==> src/rtl/pts_track_pkg.sv <==
package pts_track_pkg;
  localparam int BYTE_W = 8;
  localparam int FLD_N  = 6;
  localparam int FLD_W  = 3;
  localparam int FRM_W  = FLD_N * BYTE_W;

  typedef enum logic [FLD_W-1:0] {
    F_SYNC = 3'd0,
    F_FMT  = 3'd1,
    F_OPT1 = 3'd2,
    F_OPT2 = 3'd3,
    F_OPT3 = 3'd4,
    F_CHK  = 3'd5
  } fld_e;

  // pres[0..2] = optional field 1..3 present
  function automatic fld_e next_fld(fld_e cur, logic [2:0] pres);
    fld_e n;
    case (cur)
      F_SYNC:  n = F_FMT;
      F_FMT:   n = pres[0] ? F_OPT1 : pres[1] ? F_OPT2 : pres[2] ? F_OPT3 : F_CHK;
      F_OPT1:  n = pres[1] ? F_OPT2 : pres[2] ? F_OPT3 : F_CHK;
      F_OPT2:  n = pres[2] ? F_OPT3 : F_CHK;
      F_OPT3:  n = F_CHK;
      default: n = F_SYNC;
    endcase
    return n;
  endfunction
endpackage

==> src/rtl/pts_seq.sv <==
module pts_seq
  import pts_track_pkg::*;
#(
  parameter logic [BYTE_W-1:0] START_CODE = 8'hFF
) (
  input  logic              clk_i,
  input  logic              rst_ni,
  input  logic              byte_vld_i,
  input  logic [BYTE_W-1:0] byte_i,
  input  logic              idle_i,
  input  logic              wt_exp_i,
  output logic              active_o,
  output logic              start_o,
  output logic              wr_o,
  output logic              wr_rsp_o,
  output logic [FLD_W-1:0]  wr_idx_o,
  output logic              done_o,
  output logic              rate_ld_o
);
  logic       active_q, is_rsp_q;
  fld_e       fld_q;
  logic [2:0] pres_q, pres_eff;
  logic       abort;

  assign start_o   = !active_q && byte_vld_i && idle_i && (byte_i == START_CODE);
  assign abort     = active_q && wt_exp_i;
  assign wr_o      = active_q && byte_vld_i && !wt_exp_i;
  assign wr_rsp_o  = is_rsp_q;
  assign wr_idx_o  = fld_q;
  assign done_o    = wr_o && is_rsp_q && (fld_q == F_CHK);
  assign rate_ld_o = wr_o && is_rsp_q && (fld_q == F_OPT1);
  assign active_o  = active_q;
  assign pres_eff  = (fld_q == F_FMT) ? byte_i[6:4] : pres_q;

  always_ff @(posedge clk_i or negedge rst_ni) begin
    if (!rst_ni) begin
      active_q <= 1'b0;
      is_rsp_q <= 1'b0;
      fld_q    <= F_SYNC;
      pres_q   <= '0;
    end else if (abort || done_o) begin
      active_q <= 1'b0;
      is_rsp_q <= 1'b0;
      fld_q    <= F_SYNC;
    end else if (start_o) begin
      active_q <= 1'b1;
      is_rsp_q <= 1'b0;
      fld_q    <= F_FMT;
    end else if (wr_o) begin
      if (fld_q == F_FMT) pres_q <= byte_i[6:4];
      if (fld_q == F_CHK) is_rsp_q <= 1'b1;
      fld_q <= next_fld(fld_q, pres_eff);
    end
  end
endmodule

==> src/rtl/pts_frames.sv <==
module pts_frames
  import pts_track_pkg::*;
(
  input  logic              clk_i,
  input  logic              rst_ni,
  input  logic              clr_i,
  input  logic              wr_i,
  input  logic              wr_rsp_i,
  input  logic [FLD_W-1:0]  wr_idx_i,
  input  logic [BYTE_W-1:0] wdata_i,
  output logic [FRM_W-1:0]  req_o,
  output logic [FRM_W-1:0]  rsp_o
);
  logic [1:0][FRM_W-1:0] frm;

  for (genvar g = 0; g < 2; g++) begin : g_frm
    for (genvar k = 0; k < FLD_N; k++) begin : g_fld
      logic [BYTE_W-1:0] q;
      always_ff @(posedge clk_i or negedge rst_ni) begin
        if (!rst_ni)
          q <= '0;
        else if (clr_i)
          q <= (g == 0 && k == 0) ? wdata_i : '0;
        else if (wr_i && (wr_rsp_i == 1'(g)) && (wr_idx_i == FLD_W'(k)))
          q <= wdata_i;
      end
      assign frm[g][k*BYTE_W +: BYTE_W] = q;
    end
  end

  assign req_o = frm[0];
  assign rsp_o = frm[1];
endmodule

==> src/rtl/pts_rate.sv <==
module pts_rate
  import pts_track_pkg::*;
#(
  parameter logic [3:0] FI_RST = 4'd1,
  parameter logic [3:0] DI_RST = 4'd1
) (
  input  logic              clk_i,
  input  logic              rst_ni,
  input  logic              clr_i,
  input  logic              ld_i,
  input  logic [BYTE_W-1:0] ld_byte_i,
  input  logic              apply_i,
  output logic [3:0]        fi_o,
  output logic [3:0]        di_o
);
  logic [3:0] fi_q, di_q, fi_pend, di_pend;

  always_ff @(posedge clk_i or negedge rst_ni) begin
    if (!rst_ni) begin
      fi_q    <= FI_RST;
      di_q    <= DI_RST;
      fi_pend <= FI_RST;
      di_pend <= DI_RST;
    end else begin
      if (clr_i) begin
        fi_pend <= fi_q;
        di_pend <= di_q;
      end else if (ld_i) begin
        fi_pend <= ld_byte_i[7:4];
        di_pend <= ld_byte_i[3:0];
      end
      if (apply_i) begin
        fi_q <= fi_pend;
        di_q <= di_pend;
      end
    end
  end

  assign fi_o = fi_q;
  assign di_o = di_q;
endmodule

==> src/rtl/pts_tracker.sv <==
module pts_tracker
  import pts_track_pkg::*;
#(
  parameter logic [3:0]        FI_RST     = 4'd1,
  parameter logic [3:0]        DI_RST     = 4'd1,
  parameter logic [BYTE_W-1:0] START_CODE = 8'hFF
) (
  input  logic              clk_i,
  input  logic              rst_ni,
  input  logic              byte_vld_i,
  input  logic [BYTE_W-1:0] byte_i,
  input  logic              idle_i,
  input  logic              wt_exp_i,
  output logic [FRM_W-1:0]  req_o,
  output logic [FRM_W-1:0]  rsp_o,
  output logic [3:0]        fi_o,
  output logic [3:0]        di_o,
  output logic              upd_o,
  output logic              in_xchg_o
);
  logic             start, wr, wr_rsp, done, rate_ld, active;
  logic [FLD_W-1:0] wr_idx;
  logic             upd_q;

  pts_seq #(.START_CODE(START_CODE)) u_seq (
    .clk_i      (clk_i),
    .rst_ni     (rst_ni),
    .byte_vld_i (byte_vld_i),
    .byte_i     (byte_i),
    .idle_i     (idle_i),
    .wt_exp_i   (wt_exp_i),
    .active_o   (active),
    .start_o    (start),
    .wr_o       (wr),
    .wr_rsp_o   (wr_rsp),
    .wr_idx_o   (wr_idx),
    .done_o     (done),
    .rate_ld_o  (rate_ld)
  );

  pts_frames u_frames (
    .clk_i    (clk_i),
    .rst_ni   (rst_ni),
    .clr_i    (start),
    .wr_i     (wr),
    .wr_rsp_i (wr_rsp),
    .wr_idx_i (wr_idx),
    .wdata_i  (byte_i),
    .req_o    (req_o),
    .rsp_o    (rsp_o)
  );

  pts_rate #(.FI_RST(FI_RST), .DI_RST(DI_RST)) u_rate (
    .clk_i     (clk_i),
    .rst_ni    (rst_ni),
    .clr_i     (start),
    .ld_i      (rate_ld),
    .ld_byte_i (byte_i),
    .apply_i   (done),
    .fi_o      (fi_o),
    .di_o      (di_o)
  );

  always_ff @(posedge clk_i or negedge rst_ni) begin
    if (!rst_ni) upd_q <= 1'b0;
    else         upd_q <= done;
  end

  assign upd_o     = upd_q;
  assign in_xchg_o = active;
endmodule

==> config.mk <==
export PLATFORM = sky130hd
export DESIGN_NAME = pts_tracker
export DESIGN_NICKNAME = d
export VERILOG_FILES = /design/src/rtl/pts_track_pkg.sv /design/src/rtl/pts_seq.sv /design/src/rtl/pts_frames.sv /design/src/rtl/pts_rate.sv /design/src/rtl/pts_tracker.sv
export SDC_FILE = /design/constraint.sdc
export NUM_CORES = 1
export LEC_CHECK = 0
export ABC_AREA = 1
export ABC_CLOCK_PERIOD_IN_PS = 1700
export BUFFER_PORTS_ARGS = -buffer_cell sky130_fd_sc_hd__buf_2
export CAP_MARGIN = 20
export CORE_AREA = 2 2 108 110
export CTS_CLUSTER_DIAMETER = 40
export DETAILED_ROUTE_END_ITERATION = 12
export DIE_AREA = 0 0 110 112
export MAX_ROUTING_LAYER = met4
export PLACE_DENSITY = 0.75
export REMOVE_ABC_BUFFERS = 1
export SETUP_SLACK_MARGIN = 0.1
export SLEW_MARGIN = 20
export SYNTH_ARGS = -nofsm -noshare
export SYNTH_HDL_FRONTEND = slang
export SYNTH_HIERARCHICAL = 1
export SYNTH_SLANG_ARGS = --single-unit
==> constraint.sdc <==
create_clock -name clk_i -period 1.7 [get_ports clk_i]
set_input_delay 0.17 -clock clk_i [delete_from_list [all_inputs] [get_ports clk_i]]
set_output_delay 0.17 -clock clk_i [all_outputs]
set_load 0.005 [all_outputs]
After elaboration in Yosys (flattened, before gate mapping)
Cells that the tools add are included.

Equality and inequality tests: 6. Mux-type cells: 42. Bitwise logic cells: 3. Reductions and logical operators: 41.

Operators with widths (count): $mux W8 (24); $reduce_bool A2 Y1 (13); $logic_and A1 B1 Y1 (20); $mux W3 (6); $mux W4 (4); $pmux W3 S5 (1); $eq A8 B8 Y1 const B (1); $mux W1 (7); $eq A3 B2 Y1 const B (2); $eq A3 B3 Y1 const B (2); $reduce_bool A3 Y1 (2); $eq A3 B1 Y1 const B (1); $logic_not A3 Y1 (1); $not A1 Y1 (3); $reduce_and A3 Y1 (1); $logic_not A1 Y1 (2); $reduce_and A2 Y1 (1); $logic_or A1 B1 Y1 (1).

Register bits: 121. Logic and storage cells: 113.

Logic depth before layout (Yosys ltp)
Depth after elaboration: 9. Mapped depth: 10. Gate-level depth less buffers: 9.

Modules after synthesis
The synthesis kept the hierarchy.

Modules (own cells, without submodules): pts_frames (instances 1, cells each 464, area each 4031.4 sq um, seq. area each 2402.3 sq um); pts_rate (instances 1, cells each 93, area each 734.5 sq um, seq. area each 405.4 sq um); pts_seq (instances 1, cells each 86, area each 546.8 sq um, seq. area each 175.2 sq um); pts_tracker (instances 1, cells each 1, area each 25.0 sq um, seq. area each 25.0 sq um).

Worst setup path after synthesis
Ideal clock, no wire load.

Path kind: register to register. From: register u_seq.active_q, in the netlist u_seq/active_o. To: register u_frames.g_frm[0].g_fld[2].q[0]. Data arrival time: 1.734 ns. Required time: 1.583 ns. Setup slack: -0.151 ns. Cell stages (with the launch flop): 10. Cell sequence: dfrtp_1 inv_1 nand2_1 nor4_1 buf_2 inv_2 buf_2 buf_2 nand3_1 nand2_1.

Cells in the longest elaborated chain, start to end: 5.

Ends and longest elaborated chain: from (decl) (line pts_seq.sv:20) `logic active_q, is_rsp_q;`; from (signal assigned) (line pts_seq.sv:37) `active_q <= 1'b0;`; from (signal assigned) (line pts_seq.sv:42) `active_q <= 1'b0;`; from (signal assigned) (line pts_seq.sv:46) `active_q <= 1'b1;`; $logic_not A1 Y1 * (line pts_seq.sv:25) `assign start_o = !active_q && byte_vld_i && idle_i && (byte_i == START_CODE);`; $logic_and A1 B1 Y1 * (3 in a row) (line pts_seq.sv:25); via start (line pts_tracker.sv:21) `logic start, wr, wr_rsp, done, rate_ld, active;`; $mux W8 / $reduce_bool A2 Y1 (equally long branches); to (signal assigned) (line pts_frames.sv:23) `q <= (g == 0 && k == 0) ? wdata_i : '0;`; to (signal assigned) (line pts_frames.sv:25) `q <= wdata_i;`; to (decl) (line pts_frames.sv:18) `logic [BYTE_W-1:0] q;`.

The timed path passes the listed nets; every way through them passes the cells marked *. A chain may end at the register's enable or synchronous reset.

Worst setup path after layout
From: register u_seq.active_q, in the netlist u_seq/active_o. To: register u_rate.di_q[0], in the netlist u_rate/di_o[0].

Cells in the longest elaborated chain, start to end: 4.

Ends and longest elaborated chain: $logic_and A1 B1 Y1 (2 in a row) (line pts_seq.sv:27) `assign wr_o = active_q && byte_vld_i && !wt_exp_i;`; $logic_and A1 B1 Y1 (2 in a row) (line pts_seq.sv:30) `assign done_o = wr_o && is_rsp_q && (fld_q == F_CHK);`; via done (line pts_tracker.sv:21); to (signal assigned) (line pts_rate.sv:34) `di_q <= di_pend;`; to (decl) (line pts_rate.sv:16) `logic [3:0] fi_q, di_q, fi_pend, di_pend;`.

The timed path passes the listed nets, and every way through them passes these cells.

==> metrics.md <==
| Metric | Value |
|---|---|
| WS Path Type | reg2reg |
| GRT overflow | 0 |
| Max_slew headroom | 0.645 |
| DRT Pass-1 Iters | 5 |
| Detailed-route wire length | roughly 16000 um |
| Drt wl/cell | approximately 17 um |
| CP Data Required Time | ~2.0 ns |
| Most common cell after layout, fill and taps aside | nand2_1 |
| R2r setup slk | 0.15 ns |
| # diodes | 0 |
| Die ar. | 12300 um2 |
| Top-Level Pins | approximately 120 |
| Worst VDD drop | 0.673 mV |
| GR peak layer | met2 |
| CTS tree | done |
| Synth Cell Area | 5340 um2 |
| WHS Path Cells | 3 |
| Reg-to-reg startpoint | u_seq/active_o |
| Worst Hold End | u_frames/g_frm[0].g_fld[0].q[2] |
| Vias per cell | roughly 5.4 |
| Layout Nets | around 820 |
| Number of fillers in the final layout | around 860 |
| Total CTS buffers | 17 |
| Startpoint types | flip-flop |
| Crit path max fanout | 8 |
| Die Wd | around 110 um |
| Net Sw Frac | 0.243 |
| Net Switching | approximately 1800 uW |
| Worst setup EP type | flip-flop |
| Largest net degree at the start of global routing | 36 |
| Ys Warns | 6 |
| Cell-internal power | 5690 uW |
| Tmin final | around 1.6 ns |
| Setup_tns | 0 ns |
| Register area share after synthesis | 0.564 |
| Unrepaired setup endpoints after global routing | yes |
| Maximum root-to-sink buffer count | 2 |
| M3 GR Usage | 0.0621 |
| Cell Chain, Critical Path | buf_4, nand3_2, buf_4, nor2_2, inv_1, nor2_4, buf_4, nand2_1, o21ai_1 |
| H-Tree Depth | 4 |
| Yosys reg bits | 120 |
| Total GRT Usage | 0.260 |
| Root Buffer Master | clkbuf_16 |
| Port bufs | 118 |
| Placed cells | between 900 and 1000 |
| Min-Delay Path Class | in2reg |
| Comb pwr share | 0.100 |
| Worst Hold Launch | byte_i[2] |
| Finished Layout Cells | 962 |
| Max stage delay cell, worst path | dfrtp_1 |
| Pins over their slew limit | 0 |
| M2 GR Usage | 0.400 |
| Setup WS post-layout | around 0.15 ns |
| DP Worst Slack | -0.0751 ns |
| DR iter-0 viols | a little under 500 |
| Static leakage | 0.00423 uW |
| CTS sink count | between 100 and 150 |
| R2r endpoint | u_rate/di_o[0] |
| Placed cell area | approximately 6400 um2 |
| Pwr per Cell Area | between 1000 and 1500 nW/um2 |
| Syn_area_per_cell | between 8 and 9 um2 |
| Initial core utilization | 0.478 |
| Die Ht | roughly 110 um |
| Initial antenna violation count | 0 |
| Register share of total power | 0.408 |
| Global-route wire length before repair | ~24000 um |
| Core ar. | 11200 um2 |
| Rows | 39 |
| Final setup skew | roughly 0.007 ns |
| Vias | 5203 |
| Period utilisation layout | 0.913 |
| Share of cells above drive strength 1 | 0.308 |
| Clock power share | 0.492 |
| Max Cap Viol | 0 |
| Outcome | finished, final reports clean |
| Post-DP HPWL | 9980 um |
| Mapped Cells | 644 |
| Hold Worst Slack | 0.0496 ns |
| Final hold vios | 0 |
| P&R area growth vs syn | 36.5% |
| Antenna Nets Post-Route | 0 |
| Vias in the first global route | 4679 |
| Least-Margin Pin Slew | 0.529 ns |
| FMAX | 644 MHz |
| R2R cell count | 9 |
| Worst skew pair latency | approximately 0.41 ns |
| Met1 Use GR | 0.330 |
| Worst-path clk slew | around 0.05 ns |
| Commonest non-fill, non-tap cells in the layout | nand2_1, nand3_1, buf_2 |
| Slowest Stage Delay on Critical Path | between 0.3 and 0.4 ns |
| # DRC | 0 |
| Post-layout instance area | between 7000 and 8000 um2 |
| Arrival time worst endpoint | 1.89 ns |
| Setup violations, final | 0 |
| Routability cong. | approximately 0.90 |
| Distinct cells, synth | 28 |
| CP dominant cell by count | buf_4 |
[worst max-delay path: cells and delay by family, from the launching register on]
family | cells | cell delay [ns]
compound gates | 1 | 0.07
buf+inv | 4 | 0.59
flops | 1 | 0.35
simple gates | 4 | 0.46
[cell usage after synthesis]
library cell | number | area (um2)
nor2_4 | 3 | 33.8
buf_4 | 1 | 7.51
nand2_2 | 6 | 37.5
nand3_2 | 8 | 80.1
a21oi_1 | 2 | 10.0
nor3_1 | 1 | 5.00
buf_1 | 5 | 18.8
o21ai_0 | 2 | 10.0
o21ai_1 | 11 | 55.1
buf_2 | 6 | 30.0
nand3b_1 | 1 | 7.51
clkinv_1 | 1 | 3.75
nor4_1 | 1 | 6.26
clkbuf_1 | 14 | 52.6
buf_6 | 1 | 11.3
nor2_8 | 1 | 20.0
dfrtp_1 | 116 | 2900
nand3_1 | 136 | 681
nor3_2 | 1 | 10.0
inv_4 | 1 | 6.26
nor2_1 | 18 | 67.6
dfstp_2 | 4 | 105
a21boi_4 | 1 | 18.8
inv_2 | 11 | 41.3
nor2_2 | 4 | 25.0
nand2_1 | 252 | 946
nand4_1 | 4 | 25.0
inv_1 | 32 | 120
[stage by stage]
step                 util  total power, uW
detailed placement  0.569             3710
floorplan               -             3380
finish              0.652             7520
global route        0.652             7750
global placement    0.569             3700
CTS                 0.627             7410
[repair_timing]
action | CTS | global route
gates resized for setup | 7 | 38
setup buffers | 0 | 8
hold buffers | 1 | 0
endpoints found under the hold margin | 27 | 0
pin swaps | 1 | 5
cloned | 0 | 5
setup endpoints to repair | 104 | 112
[layout make-up]
type                            instances  area (um2)  area share
Sequential cell                       120        3010       0.413
Multi-Input combinational cell        455        2190       0.300
Timing Repair Buffer                  167        1110       0.153
Clock buffer                           25         495      0.0680
Inverter                               45         186      0.0256
Tap cell                              143         179      0.0245
Clock inverter                          7         115      0.0158
[layer usage]
layer / up-vias / share of wire
met5: - / 0
met4: 0 / 0.031
met3: 50 / 0.067
met2: 237 / 0.49
met1: 2519 / 0.41
li1: 2397 / -
[sequential cells by signal (all words and copies together), names as in the netlist]
name,cells
u_frames/g_frm.g_fld.q,96
u_seq/wr_rsp_o,1
u_rate/fi_pend,4
u_rate/di_pend,4
u_rate/di_o,4
u_seq/wr_idx_o,3
u_seq/active_o,1
u_rate/fi_o,4
upd_o,1
u_seq/pres_q,2
[kinds of logic (layout without fill, tap and decap cells)]
family,Yosys count,after routing,synth area share
AND/OR/NAND/NOR,436,439,0.364
flip-flops,120,120,0.564
buffers and inverters,72,244,0.0546
AO/OA/AOI/OAI,16,16,0.0176
[how the worst max path moves through the flow]
stage | from | endpoint | slack, ns | cells after the start
after floorplan | u_seq/active_o | u_frames/g_frm[1].g_fld[0].q[0] | -2.77 | 7
after global placement | u_seq/active_o | u_frames/g_frm[1].g_fld[1].q[1] | -0.01 | 7
after detailed placement | u_seq/active_o | u_frames/g_frm[1].g_fld[1].q[4] | -0.08 | 7
after CTS | u_seq/active_o | u_frames/g_frm[0].g_fld[0].q[3] | 0.10 | 9
after global routing | u_seq/active_o | u_rate/di_o[0] | 0.02 | 9
final | u_seq/active_o | u_rate/di_o[0] | 0.15 | 9
[power by group through the flow]
stage	registers (uW)	clock network, uW	logic [uW]
after detailed placement	3100	0	615
after global placement	3100	0	601
final	3070	3700	750
after CTS	3050	3730	627
after global routing	3070	3860	821
after floorplan	3090	0	283
Power figures use the tool's default switching activity.
